===== src/rtl/rxtag_pkg.sv =====
package rxtag_pkg;
  typedef enum logic [1:0] {
    FS_IDLE = 2'd0,
    FS_HUNT = 2'd1,
    FS_OPEN = 2'd2
  } frame_state_e;
endpackage


===== src/rtl/rxtag_frame_ctrl.sv =====
module rxtag_frame_ctrl
  import rxtag_pkg::*;
(
  input  logic clk,
  input  logic rst_n,
  input  logic rx_dv,
  input  logic byte_strb,
  input  logic tag_en,
  output logic shift_ok,
  output logic frame_end
);
  frame_state_e state_q, state_d;

  always_comb begin
    state_d = state_q;
    case (state_q)
      FS_IDLE: if (rx_dv) state_d = byte_strb ? FS_OPEN : FS_HUNT;
      FS_HUNT: if (!rx_dv) state_d = FS_IDLE;
               else if (byte_strb) state_d = FS_OPEN;
      FS_OPEN: if (!rx_dv) state_d = FS_IDLE;
      default: state_d = FS_IDLE;
    endcase
  end

  always_ff @(posedge clk or negedge rst_n) begin
    if (!rst_n) state_q <= FS_IDLE;
    else        state_q <= state_d;
  end

  assign shift_ok  = (state_q == FS_OPEN) && rx_dv && tag_en;
  assign frame_end = (state_q != FS_IDLE) && !rx_dv;

  // the window may only open on a strobe seen while in a frame
  a_r6_open_needs_strobe: assert property (@(posedge clk) disable iff (!rst_n)
    (state_q != FS_OPEN) ##1 (state_q == FS_OPEN) |-> $past(byte_strb) && $past(rx_dv));
endmodule


===== src/rtl/rxtag_shifter.sv =====
module rxtag_shifter #(
  parameter int TAG_W = 15
) (
  input  logic             clk,
  input  logic             rst_n,
  input  logic             shift,
  input  logic             din,
  input  logic             clr,
  output logic [TAG_W-1:0] sreg
);
  logic [TAG_W-1:0] sreg_d;
  logic             sreg_ce;

  assign sreg_ce = shift || clr;

  always_comb begin
    if (clr) sreg_d = '0;
    else     sreg_d = {sreg[TAG_W-2:0], din};
  end

  always_ff @(posedge clk or negedge rst_n) begin
    if (!rst_n)       sreg <= '0;
    else if (sreg_ce) sreg <= sreg_d;
  end

  // left shift, new bit at bit 0
  a_r2_left_shift: assert property (@(posedge clk) disable iff (!rst_n)
    (shift && !clr) |=> (sreg[0] == $past(din)) && (sreg[TAG_W-1:1] == $past(sreg[TAG_W-2:0])));
  // no enable, no change
  a_r5_hold_idle: assert property (@(posedge clk) disable iff (!rst_n)
    (!shift && !clr) |=> $stable(sreg));
  // cleared at frame end
  a_r8_clear: assert property (@(posedge clk) disable iff (!rst_n)
    clr |=> (sreg == '0));
endmodule


===== src/rtl/rxtag_capture.sv =====
module rxtag_capture #(
  parameter int TAG_W = 15
) (
  input  logic             clk,
  input  logic             rst_n,
  input  logic             take,
  input  logic             pass,
  input  logic [TAG_W-1:0] tag_in,
  output logic [TAG_W-1:0] tag_q,
  output logic             tag_vld
);
  logic [TAG_W-1:0] tag_d;

  always_comb tag_d = pass ? tag_in : '0;

  always_ff @(posedge clk or negedge rst_n) begin
    if (!rst_n)    tag_q <= '0;
    else if (take) tag_q <= tag_d;
  end

  always_ff @(posedge clk or negedge rst_n) begin
    if (!rst_n) tag_vld <= 1'b0;
    else        tag_vld <= take;
  end

  // valid is a single-cycle pulse
  a_r7_single_pulse: assert property (@(posedge clk) disable iff (!rst_n)
    tag_vld |=> !tag_vld);
  // tag holds between updates
  a_r12_hold: assert property (@(posedge clk) disable iff (!rst_n)
    !tag_vld |-> $stable(tag_q));
endmodule


===== src/rtl/rx_frame_tag.sv =====
module rx_frame_tag #(
  parameter int TAG_W  = 15,
  parameter int STAT_W = 32,
  parameter int TAG_LSB = 16
) (
  input  logic              clk,
  input  logic              rst_n,
  input  logic              rx_dv,
  input  logic              byte_strb,
  input  logic              tag_en,
  input  logic              tag_bit,
  input  logic              cfg_ext_sel,
  input  logic              cfg_tag_on,
  output logic [TAG_W-1:0]  tag_q,
  output logic              tag_vld,
  output logic [STAT_W-1:0] stat_word
);
  localparam int TAG_MSB = TAG_LSB + TAG_W - 1;

  logic [1:0] rst_sync;
  logic       rst_int_n;
  logic       shift_ok, frame_end;
  logic [TAG_W-1:0] sreg;

  always_ff @(posedge clk or negedge rst_n) begin
    if (!rst_n) rst_sync <= 2'b00;
    else        rst_sync <= {rst_sync[0], 1'b1};
  end
  assign rst_int_n = rst_sync[1];

  rxtag_frame_ctrl u_ctrl (
    .clk       (clk),
    .rst_n     (rst_int_n),
    .rx_dv     (rx_dv),
    .byte_strb (byte_strb),
    .tag_en    (tag_en),
    .shift_ok  (shift_ok),
    .frame_end (frame_end)
  );

  rxtag_shifter #(.TAG_W(TAG_W)) u_shift (
    .clk   (clk),
    .rst_n (rst_int_n),
    .shift (shift_ok),
    .din   (tag_bit),
    .clr   (frame_end),
    .sreg  (sreg)
  );

  rxtag_capture #(.TAG_W(TAG_W)) u_cap (
    .clk     (clk),
    .rst_n   (rst_int_n),
    .take    (frame_end),
    .pass    (cfg_ext_sel && cfg_tag_on),
    .tag_in  (sreg),
    .tag_q   (tag_q),
    .tag_vld (tag_vld)
  );

  always_comb begin
    stat_word = '0;
    stat_word[TAG_MSB:TAG_LSB] = tag_q;
  end

  // gated tag reads zero
  a_r9_gate_zero: assert property (@(posedge clk) disable iff (!rst_int_n)
    (frame_end && !(cfg_ext_sel && cfg_tag_on)) |=> (tag_q == '0));
  // valid follows every frame end
  a_r7_vld_after_end: assert property (@(posedge clk) disable iff (!rst_int_n)
    frame_end |=> tag_vld);
  // no shift accepted while the frame is already over
  a_r11_no_late_shift: assert property (@(posedge clk) disable iff (!rst_int_n)
    frame_end |-> !shift_ok);
endmodule


===== config.mk =====
export PLATFORM = sky130hd
export DESIGN_NAME = rx_frame_tag
export DESIGN_NICKNAME = d
export VERILOG_FILES = /design/src/rtl/rxtag_pkg.sv /design/src/rtl/rxtag_frame_ctrl.sv /design/src/rtl/rxtag_shifter.sv /design/src/rtl/rxtag_capture.sv /design/src/rtl/rx_frame_tag.sv
export SDC_FILE = /design/constraint.sdc
export NUM_CORES = 1
export LEC_CHECK = 0
export ABC_AREA = 1
export ABC_CLOCK_PERIOD_IN_PS = 2600
export BUFFER_PORTS_ARGS = -buffer_cell sky130_fd_sc_hd__buf_2
export CAP_MARGIN = 5
export CORE_ASPECT_RATIO = 1.75
export CORE_UTILIZATION = 35
export CTS_BUF_LIST = sky130_fd_sc_hd__clkbuf_4 sky130_fd_sc_hd__clkbuf_8 sky130_fd_sc_hd__clkbuf_16
export CTS_CLUSTER_DIAMETER = 40
export DETAILED_ROUTE_END_ITERATION = 10
export GPL_TIMING_DRIVEN = 0
export MAX_ROUTING_LAYER = met4
export SLEW_MARGIN = 20
export SYNTH_ARGS = -nofsm -noshare
export SYNTH_HDL_FRONTEND = slang
export SYNTH_HIERARCHICAL = 1
export SYNTH_SLANG_ARGS = --single-unit

===== constraint.sdc =====
create_clock -name clk -period 2.6 [get_ports clk]
set_clock_uncertainty 0.1 [all_clocks]
set_input_delay 0.52 -clock clk [delete_from_list [all_inputs] [get_ports clk]]
set_output_delay 0.52 -clock clk [all_outputs]
set_load 0.02 [all_outputs]

Yosys cells after proc, flatten, opt, wreduce, memory -nomap -nowiden
Cells that the tools add are included.
- bits of input ports: 8
- ROM bits: 0
- register bits: 35
- latch bits: 0
- logic and storage cells: 27
- memories kept: 0
- memory bits (writable): 0
- muxes and demuxes: 8
- div/mod/pow operators: 0
- multipliers: 0
- shift operators: 0
- reductions and logical operators: 9
- $lt $le $gt $ge: 0
- bitwise gates (word level): 0
- add/subtract/negate cells: 0
- eq/ne operators: 5
- operator list (cell ; number):
    15-bit two-way mux ; 2
    2-bit two-way mux ; 5
    2-bit one-hot mux with 3 select lines ; 1
    1-bit logical AND ; 4
    2-bit inequality test (second input constant) ; 2
    3-bit inequality test (second input constant) ; 1
    3-bit AND reduction ; 1
    2-bit by 1-bit == test with 1-bit output (second input constant) ; 1
    2-bit == test (second input constant) ; 1
    2-bit logical NOT ; 1
    2-bit nonzero test ; 1
    1-bit logical NOT ; 1
    1-bit logical OR ; 1

Logic depth before layout (Yosys ltp)
Gate-level depths: netlist (run 1).
- depth after elaboration: 4
- mapped depth: 8
- gate-level depth less buffers: 6

Cells and area by module
Netlist (run 1), hierarchy kept.
- by module, submodules not included (module ; area each (um^2) ; seq. area each (um^2) ; times used ; cells an instance):
    rxtag_capture ; 674.4 ; 400.4 ; 1 ; 66
    rxtag_shifter ; 613.1 ; 375.4 ; 1 ; 66
    rx_frame_tag ; 305.3 ; 50.0 ; 1 ; 38
    rxtag_frame_ctrl ; 98.8 ; 50.0 ; 1 ; 12

Worst setup path before layout (run 1)
No wires, ideal clock.
- path kind: input port to flip-flop
- from: in rx_dv
- to: reg u_cap.tag_q[12]
- cell stages on the path: 6
- setup time: 0.117 ns
- slack: 1.047 ns
- arrival: 1.336 ns
- cell sequence: a21oi_1 -> buf_6 -> inv_8 -> buf_12 -> nand2_2 -> nand2_1
- cells in the longest elaborated chain, start to end: 2
- RTL lines (what ; RTL line ; RTL):
    start: declaration ; rx_frame_tag.sv:8 ; input logic rx_dv,
    1-bit logical NOT ; - ;
    1-bit logical AND ; rxtag_frame_ctrl.sv:31 ; assign frame_end = (state_q != FS_IDLE) && !rx_dv;
    end signal: assignment ; rxtag_capture.sv:18 ; else if (take) tag_q <= tag_d;
    end: declaration ; rxtag_capture.sv:9 ; output logic [TAG_W-1:0] tag_q,
No other way between the ends.
A chain may end at the register's enable or synchronous reset.

Final worst setup path (run 1)
- from: reg u_ctrl.state_q[1]
- to: reg u_cap.tag_q[4]
- cells in the longest elaborated chain, start to end: 2
- RTL lines (what ; RTL line ; RTL):
    start: declaration ; rxtag_frame_ctrl.sv:12 ; frame_state_e state_q, state_d;
    start signal: assignment ; rxtag_frame_ctrl.sv:27 ; else state_q <= state_d;
    2-bit nonzero test ; rxtag_frame_ctrl.sv:31 ;
    1-bit logical AND ; rxtag_frame_ctrl.sv:31 ;
    net frame_end ; rx_frame_tag.sv:22 ; logic shift_ok, frame_end;
The timed path passes the listed nets, and every way through them passes these cells.

==> results.tsv, run 1 <==
metric	value	unit
status	complete, no violations	
fin crit share	0.625	
startpoint types	flop	
residual DRC count	0	
worst path cell trace	inv_1 -> a21oi_1 -> buf_6 -> inv_8 -> buf_12 -> nand2_2 -> nand2_1	
effective utilization at floorplan	0.363	
drt total wl	2960	µm
Yosys reg bits	35	
Die Area	5130	µm²
post-synth top area share	0.518	
synth warn	6	
Distinct cells, synth	17	
Core ar.	4670	µm²
largest net degree at the start of global routing	34	
clk slew on worst S/H paths	70	ps
Worst Path Required	2670	ps
synthesized area	1690	µm²
TritonCTS clock tree	built	
Port Buffers	38	
CP max-delay cell	a21oi_1	
CP Buf/Inv Count	4	
final setup margin	975	ps
DRT antenna net count	0	
post-synth top area cell	dfrtp_1	
dpl ws	763	ps
TritonCTS Buffers	5	
CP startpoint	u_ctrl/state_q[1]	
clk root buf	clkbuf_8	
clk_lat worst skew	280	ps
DR pass1 iterations	4	
width of the die	54.6	µm
# nets final	252	
Final GP Congestion	0.726	
CTS HTree Levels	2	
post-DP HPWL	2170	µm
CP max FO	10	
# IOs	56	
post-CTS sizing	0	
setup total negative slack	0	ps
CP Capture Type	flop	
reg2reg start	u_ctrl/state_q[1]	
die span in y	94.0	µm
vias in the first global route	1142	
P per Cell Area	517	nW/µm²
Setup Viol. Count Final	0	
hold_ws	225	ps
critical path's largest stage delay	470	ps
crit-path leading delay family	buffers and inverters	
total power	1.09	mW
synth top area cells	dfrtp_1, buf_4, nand2_1	
clock sinks	35	
first-pass GRT wire length	5000	µm
antenna cell count	0	
Max-slew headroom	0.531	
Rows	33	
vias per cell	4.20	
f_max	0.615	GHz
max_cap viols	0	
total grt overflow	0	
Filler cells	508	
area grow syn2layout	24.6	%
WL per Instance	9.95	µm
Synth Instances	182	
fin crit period	1630	ps
WS Path Type	reg2reg	
Initial DRC Count	43	
CTS max path bufs	2	
synthesized area per cell	9.29	µm²
antenna violations before repair	0	
global-route usage over all layers	0.139	
Peak VDD IR	0.387	mV
sequential area share after synthesis	0.518	
Hold Path Class	reg2async	
final hold vios	0	
Arr. time, crit path	1690	ps
worst-margin pin slew	704	ps
final slew viol count	0	
unrepaired setup endpoints after global routing	false	
static leakage	1.31	nW
vias post-DR	1246	
layout cell share with drive strength beyond 1	0.416	
-- where the power goes --
group / leakage, nW / total, mW / internal [mW] / switching, mW
Combinational: 0.784 / 0.133 / 0.0524 / 0.0803
Clock: 0.0491 / 0.390 / 0.209 / 0.182
Sequential: 0.480 / 0.567 / 0.553 / 0.0136
-- cell usage in the layout (no fill, tap or decap), types with 2 or more instances in the layout --
cell type / n
buf_2: 39
buf_4: 34
buf_6: 4
clkbuf_4: 2
clkbuf_8: 5
conb_1: 18
dfrtp_1: 34
inv_1: 4
nand2_1: 53
nand2_2: 10
nand3_1: 31
-- area by class of cell --
type | instances | area (µm²) | share of cell area
Multi-Input combinational cell | 117 | 520 | 0.247
Inverter | 6 | 30.0 | 0.0143
Tap cell | 52 | 65.1 | 0.0309
Sequential cell | 35 | 877 | 0.416
Timing Repair Buffer | 39 | 200 | 0.0950
Clock buffer | 7 | 83.8 | 0.0398
Clock inverter | 1 | 5.00 | 0.00238
Buffer | 40 | 325 | 0.154
-- flip-flops by register name (all words and copies together) (netlist names) --
| name | count |
|---|---|
| u_cap/tag_q | 15 |
| u_shift/sreg | 15 |
| rst_sync | 2 |
| u_ctrl/state_q | 2 |
| u_cap/tag_vld | 1 |
-- cells in the mapped netlist --
library cell and number:
nand2_1 53, dfrtp_1 35, buf_4 34, nand3_1 31, nand2_2 10, buf_6 4
inv_1 4, conb_1 2, a21oi_1 1, buf_12 1, buf_2 1, inv_2 1
inv_8 1, nand3_2 1, nor2_1 1, nor2_2 1, nor2_4 1
-- repair_timing --
| action | in CTS | in global routing |
|---|---|---|
| endpoints found under the hold margin | 2 | 0 |
| hold buffers | 1 | 0 |
| buffers inserted | 0 | 0 |
-- stage by stage --
stage,cell area (µm²),utilization,cells
3_5_place_dp,2010,0.430,288
4_1_cts,2110,0.452,297
5_1_grt,2110,0.452,297
3_3_place_gp,2010,0.430,288
2_1_floorplan,1750,-,198
6_report,2110,0.452,297
-- kinds of logic after synthesis --
family	count (synthesis)	synth area share
compound gates	1	0.00296
buf+inv	46	0.210
flops	35	0.518
other cells	2	0.00444
simple gates	98	0.265
-- worst reg2reg max path, stage by stage, from the launching register on --
cell and delay [ps]:
dfrtp_1 360, inv_1 70, a21oi_1 470, buf_6 230, inv_8 50, buf_12 140, nand2_2 50, nand2_1 50
-- per-layer routing --
metal | wire, µm | track usage | share of wire | vias up
li1 | - | - | - | 638
met1 | 1210 | 0.145 | 0.41 | 573
met2 | 1590 | 0.228 | 0.54 | 33
met3 | 117 | 0.0340 | 0.040 | 2
met4 | 37 | 0.0769 | 0.013 | 0
met5 | 0 | - | 0 | -
-- path summary, 6_finish.rpt --
path	cells after the start	to	slack, ps
max	7	u_cap/tag_q[4]	970
min	0	u_cap/tag_q[14]	220
max reg2reg	7	u_cap/tag_q[4]	970
min reg2reg	0	u_cap/tag_q[14]	220
max in group asynchronous	0	u_shift/sreg[10]	1720
min in group clk	0	rst_sync[1]	250
(Power assumes the default switching activity.)
==> inputs of run 2 (changes only) <==
--- a/config.mk
+++ b/config.mk
@@ -6,7 +6,7 @@
 export NUM_CORES = 1
 export LEC_CHECK = 0
 export ABC_AREA = 1
-export ABC_CLOCK_PERIOD_IN_PS = 2600
+export ABC_CLOCK_PERIOD_IN_PS = 1600
 export BUFFER_PORTS_ARGS = -buffer_cell sky130_fd_sc_hd__buf_2
 export CAP_MARGIN = 5
 export CORE_ASPECT_RATIO = 1.75
==> constraint.sdc (replaced) <==
create_clock -name clk -period 1.6 [get_ports clk]
set_clock_uncertainty 0.1 [all_clocks]
set_input_delay 0.32 -clock clk [delete_from_list [all_inputs] [get_ports clk]]
set_output_delay 0.32 -clock clk [all_outputs]
set_load 0.02 [all_outputs]
==> results.tsv, run 2 (synthesized netlist as in run 1, its figures left out) <==
metric	value	unit	change
hold path endpoint	u_ctrl/state_q[0]		
Initial DRC Count	43		unchanged
R2R Setup Slk	150	ps	-830 ps
reg2reg start	u_ctrl/state_q[1]		
TritonCTS clock tree	built		
clk slew on worst S/H paths	70	ps	about the same
clock sinks	35		unchanged
Arr. time, crit path	1520	ps	-170 ps
first-pass GRT wire length	5000	µm	unchanged
Worst Path Required	1670	ps	-1000 ps
WS Path Type	reg2reg		
placed insts	288		unchanged
met2 GRT Util	0.228		unchanged
CP max-delay cell	dfrtp_1		
CP max FO	10		unchanged
Post-Layout Cell Count	297		unchanged
max_cap viols	0		unchanged
WL per Instance	9.97	µm	+0.20%
startpoint types	flop		
antenna cell count	0		unchanged
final hold vios	0		unchanged
width of the die	54.6	µm	unchanged
drt total wl	2960	µm	+0.20%
status	complete, no violations		
# IOs	56		unchanged
hold path start	byte_strb		
largest net degree at the start of global routing	34		unchanged
Die Area	5130	µm²	unchanged
# nets final	252		unchanged
Setup Viol. Count Final	0		unchanged
global-route usage over all layers	0.139		unchanged
vias per cell	4.21		+0.24%
clk_lat worst skew	270	ps	about the same
Peak VDD IR	0.629	mV	+62%
antenna violations before repair	0		unchanged
worst path cell trace	inv_1 -> a21oi_2 -> buf_6 -> inv_8 -> buf_12 -> nand2_2 -> nand2_1		
static leakage	1.31	nW	about the same
Reg2Reg Depth	7		unchanged
met3 Use GR	0.0340		unchanged
final core occ	0.452		+0.000804
area grow syn2layout	24.8	%	
clk root buf	clkbuf_8		
most common cell after layout, fill and taps aside	nand2_1		
CTS HTree Levels	2		unchanged
DR pass1 iterations	4		unchanged
CP Buf/Inv Count	4		unchanged
post-DP HPWL	2170	µm	unchanged
fin crit period	1450	ps	-173 ps
CTS max path bufs	2		unchanged
vias post-DR	1249		+0.24%
Final GP Congestion	0.726		unchanged
Core ar.	4670	µm²	unchanged
residual DRC count	0		unchanged
total grt overflow	0		unchanged
hold path depth	2		
die span in y	94.0	µm	unchanged
Max-slew headroom	0.529		-0.00148
grt met1 use	0.145		unchanged
TritonCTS Buffers	5		unchanged
Hold Path Class	in2reg		
final slew viol count	0		unchanged
most frequent cells in the layout	nand2_1, buf_2, buf_4, dfrtp_1, nand3_1		
effective utilization at floorplan	0.363		unchanged
Filler cells	506		-0.39%
unrepaired setup endpoints after global routing	false		
DRT antenna net count	0		unchanged
worst-margin pin slew	706	ps	+2.22 ps
Port Buffers	38		unchanged
fin crit share	0.908		+0.282
layout cell share with drive strength beyond 1	0.420		+0.00408
CP startpoint	u_ctrl/state_q[1]		
biggest regs	u_cap/tag_q (15), u_shift/sreg (15)		
Rows	33		unchanged
crit-path leading delay family	buffers and inverters		
f_max	0.689	GHz	+12%
critical path's largest stage delay	360	ps	-110 ps
vias in the first global route	1142		unchanged
P per Cell Area	840	nW/µm²	+62%
grt peak-use layer	met2		
CP Capture Type	flop		
Worst R2R End	u_cap/tag_q[4]		
## run 2: cell count changes in the layout (fill, tap and decap cells not counted)
cell | previous run | this run
a21oi_1 | 1 | 0
a21oi_2 | 0 | 1
## run 2: worst max path at each step
stage	endpoint	slack, ps	cells past startpoint
2_1_floorplan	u_cap/tag_q[12]	140	7
3_3_place_gp	u_cap/tag_q[10]	-8	7
3_5_place_dp	u_cap/tag_q[4]	-40	7
4_1_cts	u_cap/tag_q[4]	140	7
5_1_grt	u_cap/tag_q[12]	50	7
6_report	u_cap/tag_q[4]	150	7
## run 2: metal layers
metal,wire length (µm),up-vias
li1,-,639
met1,1220,577
met2,1580,31
met3,117,2
met4,37,0
met5,0,-
## run 2: metrics by stage
stage	hold WS (ps)	worst slack (ps)	power (mW)	cell area, µm²	TNS [ps]
2_1_floorplan	-75.6	142	1.11	1750	0
3_3_place_gp	6.57	-7.69	1.15	2010	-45.9
3_5_place_dp	8.07	-36.6	1.15	2010	-363
4_1_cts	94.5	143	1.80	2110	0
5_1_grt	91.0	49.5	1.85	2110	0
6_report	102	148	1.77	2110	0
## run 2: report_power, final
group	switching, mW	internal (mW)	leakage (nW)
Clock	0.294	0.339	0.0491
Sequential	0.0223	0.899	0.480
Combinational	0.132	0.0857	0.784
Total	0.448	1.32	1.31
## run 2: what timing repair did
action / 4_1_cts / 5_1_grt
endpoints found under the setup margin: 20 / 0
setup buffers: 0 / 0
hold endpoints to repair: 2 / 0
hold buffers: 1 / 0
resized for setup: 1 / 0
## run 2: worst reg2reg max path, stage by stage, from the launching register on
cell     delay, ps
dfrtp_1        360
inv_1           80
a21oi_2        310
buf_6          200
inv_8           50
buf_12         140
nand2_2         50
nand2_1         50
## run 2: layout make-up
class | instances | area [µm²] | share of cell area
clock buffers | 7 | 83.8 | 0.0397
multi-input cells | 117 | 524 | 0.248
well taps | 52 | 65.1 | 0.0308
flip-flops and latches | 35 | 877 | 0.416
repair buffers | 39 | 200 | 0.0948
plain buffers | 40 | 325 | 0.154
inverters | 6 | 30.0 | 0.0142
clock inverters | 1 | 5.00 | 0.00237
==> inputs of run 3 (changes only) <==
--- a/config.mk
+++ b/config.mk
@@ -6,9 +6,9 @@
 export NUM_CORES = 1
 export LEC_CHECK = 0
 export ABC_AREA = 1
-export ABC_CLOCK_PERIOD_IN_PS = 1600
+export ABC_CLOCK_PERIOD_IN_PS = 1500
 export BUFFER_PORTS_ARGS = -buffer_cell sky130_fd_sc_hd__buf_2
-export CAP_MARGIN = 5
+export CAP_MARGIN = 0
 export CORE_ASPECT_RATIO = 1.75
 export CORE_UTILIZATION = 35
 export CTS_BUF_LIST = sky130_fd_sc_hd__clkbuf_4 sky130_fd_sc_hd__clkbuf_8 sky130_fd_sc_hd__clkbuf_16
==> constraint.sdc (replaced) <==
create_clock -name clk -period 1.5 [get_ports clk]
set_clock_uncertainty 0.1 [all_clocks]
set_input_delay 0.3 -clock clk [delete_from_list [all_inputs] [get_ports clk]]
set_output_delay 0.3 -clock clk [all_outputs]
set_load 0.02 [all_outputs]
==> results.tsv, run 3 (synthesized netlist as in run 1, its figures left out) <==
metric	value	unit	change
clk root buf	clkbuf_8		
post-DP HPWL	2170	µm	unchanged
hold path endpoint	u_ctrl/state_q[0]		
biggest regs	u_cap/tag_q (15), u_shift/sreg (15)		
Setup Viol. Count Final	0		unchanged
fin crit period	1390	ps	-62.0 ps
DR pass1 iterations	4		unchanged
total power	1.89	mW	+6.9%
final slew viol count	0		unchanged
die span in y	94.0	µm	unchanged
clk_lat worst skew	270	ps	about the same
Clk network pwr share	0.357		about the same
Post-Layout Cell Count	297		unchanged
CP Capture Type	flop		
clock sinks	35		unchanged
WL per Instance	9.99	µm	+0.20%
Seq. cell area	877	µm²	unchanged
fin crit share	0.927		+0.0192
CTS HTree Levels	2		unchanged
static leakage	1.31	nW	about the same
status	complete, no violations		
final setup margin	110	ps	-38.0 ps
# nets final	252		unchanged
Die Area	5130	µm²	unchanged
antenna violations before repair	0		unchanged
P per Cell Area	894	nW/µm²	+6.5%
Final GP Congestion	0.726		unchanged
Sw Pwr	0.481	mW	+7.1%
f_max	0.719	GHz	+4.5%
Port Buffers	38		unchanged
R2R Setup Slk	110	ps	-40 ps
worst-margin pin slew	704	ps	-1.45 ps
most common cell after layout, fill and taps aside	nand2_1		
DRT antenna net count	0		unchanged
hold path depth	2		unchanged
setup total negative slack	0	ps	unchanged
Initial DRC Count	43		unchanged
drt total wl	2970	µm	+0.20%
Core ar.	4670	µm²	unchanged
Rows	33		unchanged
Filler cells	504		-0.40%
largest net degree at the start of global routing	34		unchanged
Hold Path Class	in2reg		
total grt overflow	0		unchanged
final hold vios	0		unchanged
max_cap viols	0		unchanged
antenna cell count	0		unchanged
WS Path Type	reg2reg		
width of the die	54.6	µm	unchanged
vias per cell	4.22		+0.24%
vias post-DR	1252		+0.24%
# IOs	56		unchanged
placed insts	288		unchanged
startpoint types	flop		
area of the multi-input gates	532	µm²	+1.4%
most frequent cells in the layout	nand2_1, buf_2, buf_4, dfrtp_1, nand3_1		
clk slew on worst S/H paths	70	ps	about the same
global-route usage over all layers	0.139		unchanged
Switching Fraction	0.254		+0.000656
Arr. time, crit path	1460	ps	-60 ps
unrepaired setup endpoints after global routing	false		
dpl ws	-130	ps	-93.5 ps
Flop pwr share	0.519		about the same
hold path start	byte_strb		
TritonCTS clock tree	built		
vias in the first global route	1142		unchanged
Worst R2R End	u_cap/tag_q[4]		
Reg2Reg Depth	7		unchanged
layout cell share with drive strength beyond 1	0.420		unchanged
CP max FO	10		unchanged
CTS max path bufs	2		unchanged
Max-slew headroom	0.530		+0.000969
postcts setup bufs	0		unchanged
P_int	1.41	mW	+6.8%
Comb pwr share	0.125		+0.002
Peak VDD IR	0.671	mV	+6.6%
Worst Path Required	1570	ps	-100 ps
area grow syn2layout	25.2	%	
residual DRC count	0		unchanged
TritonCTS Buffers	5		unchanged
first-pass GRT wire length	5000	µm	unchanged
reg2reg start	u_ctrl/state_q[1]		
effective utilization at floorplan	0.363		unchanged
-- run 3: cell counts in the layout (fill, tap and decap cells not counted) --
No cell type changed its count.
-- run 3: metrics by stage --
stage | utilization | hold slack, ps | cell area [µm²]
final | 0.454 | 82.0 | 2120
after CTS | 0.452 | 74.5 | 2110
after floorplan | - | -95.6 | 1750
after global placement | 0.430 | -13.4 | 2010
after global routing | 0.454 | 71.3 | 2120
after detailed placement | 0.430 | -11.9 | 2010
-- run 3: how the worst max path moves through the flow --
stage	startpoint	endpoint	slack, ps	depth (start not counted)
global placement	u_ctrl/state_q[1]	u_cap/tag_q[10]	-90	7
detailed placement	u_ctrl/state_q[1]	u_cap/tag_q[4]	-130	7
global route	u_ctrl/state_q[1]	u_cap/tag_q[12]	8	7
finish	u_ctrl/state_q[1]	u_cap/tag_q[4]	110	7
CTS	u_ctrl/state_q[1]	u_cap/tag_q[4]	40	7
floorplan	u_ctrl/state_q[1]	u_cap/tag_q[12]	40	7
-- run 3: area by class of cell --
| class | count | share of cell area |
|---|---|---|
| Clock inverter | 1 | 0.00236 |
| Clock buffer | 7 | 0.0396 |
| Timing Repair Buffer | 39 | 0.0945 |
| Tap cell | 52 | 0.0307 |
| Multi-Input combinational cell | 117 | 0.251 |
| Sequential cell | 35 | 0.414 |
| Buffer | 40 | 0.154 |
| Inverter | 6 | 0.0142 |
-- run 3: repair_timing --
action | 4_1_cts | 5_1_grt
endpoints found under the hold margin | 2 | 0
setup endpoints to repair | 20 | 19
gates resized for setup | 1 | 1
hold buffers | 1 | 0
-- run 3: critical path, stage by stage (launching register included) --
cell and delay (ps):
dfrtp_1 360, inv_1 100, a21oi_4 250, buf_6 180, inv_8 50, buf_12 140
nand2_2 50, nand2_1 50
-- run 3: power by group through the flow --
stage	Sequential, mW	Clock (mW)	Combinational (mW)
final	0.983	0.676	0.236
after global routing	0.987	0.732	0.259
after CTS	0.985	0.700	0.233
after detailed placement	1.00	0	0.229
after global placement	1.00	0	0.227
after floorplan	1.00	0	0.184
-- run 3: per-layer routing --
metal	part of all wire	routed length, µm	global-route usage
met5	0	0	-
met2	0.54	1590	0.228
met3	0.042	126	0.0340
met4	0.012	37	0.0769
met1	0.41	1210	0.145
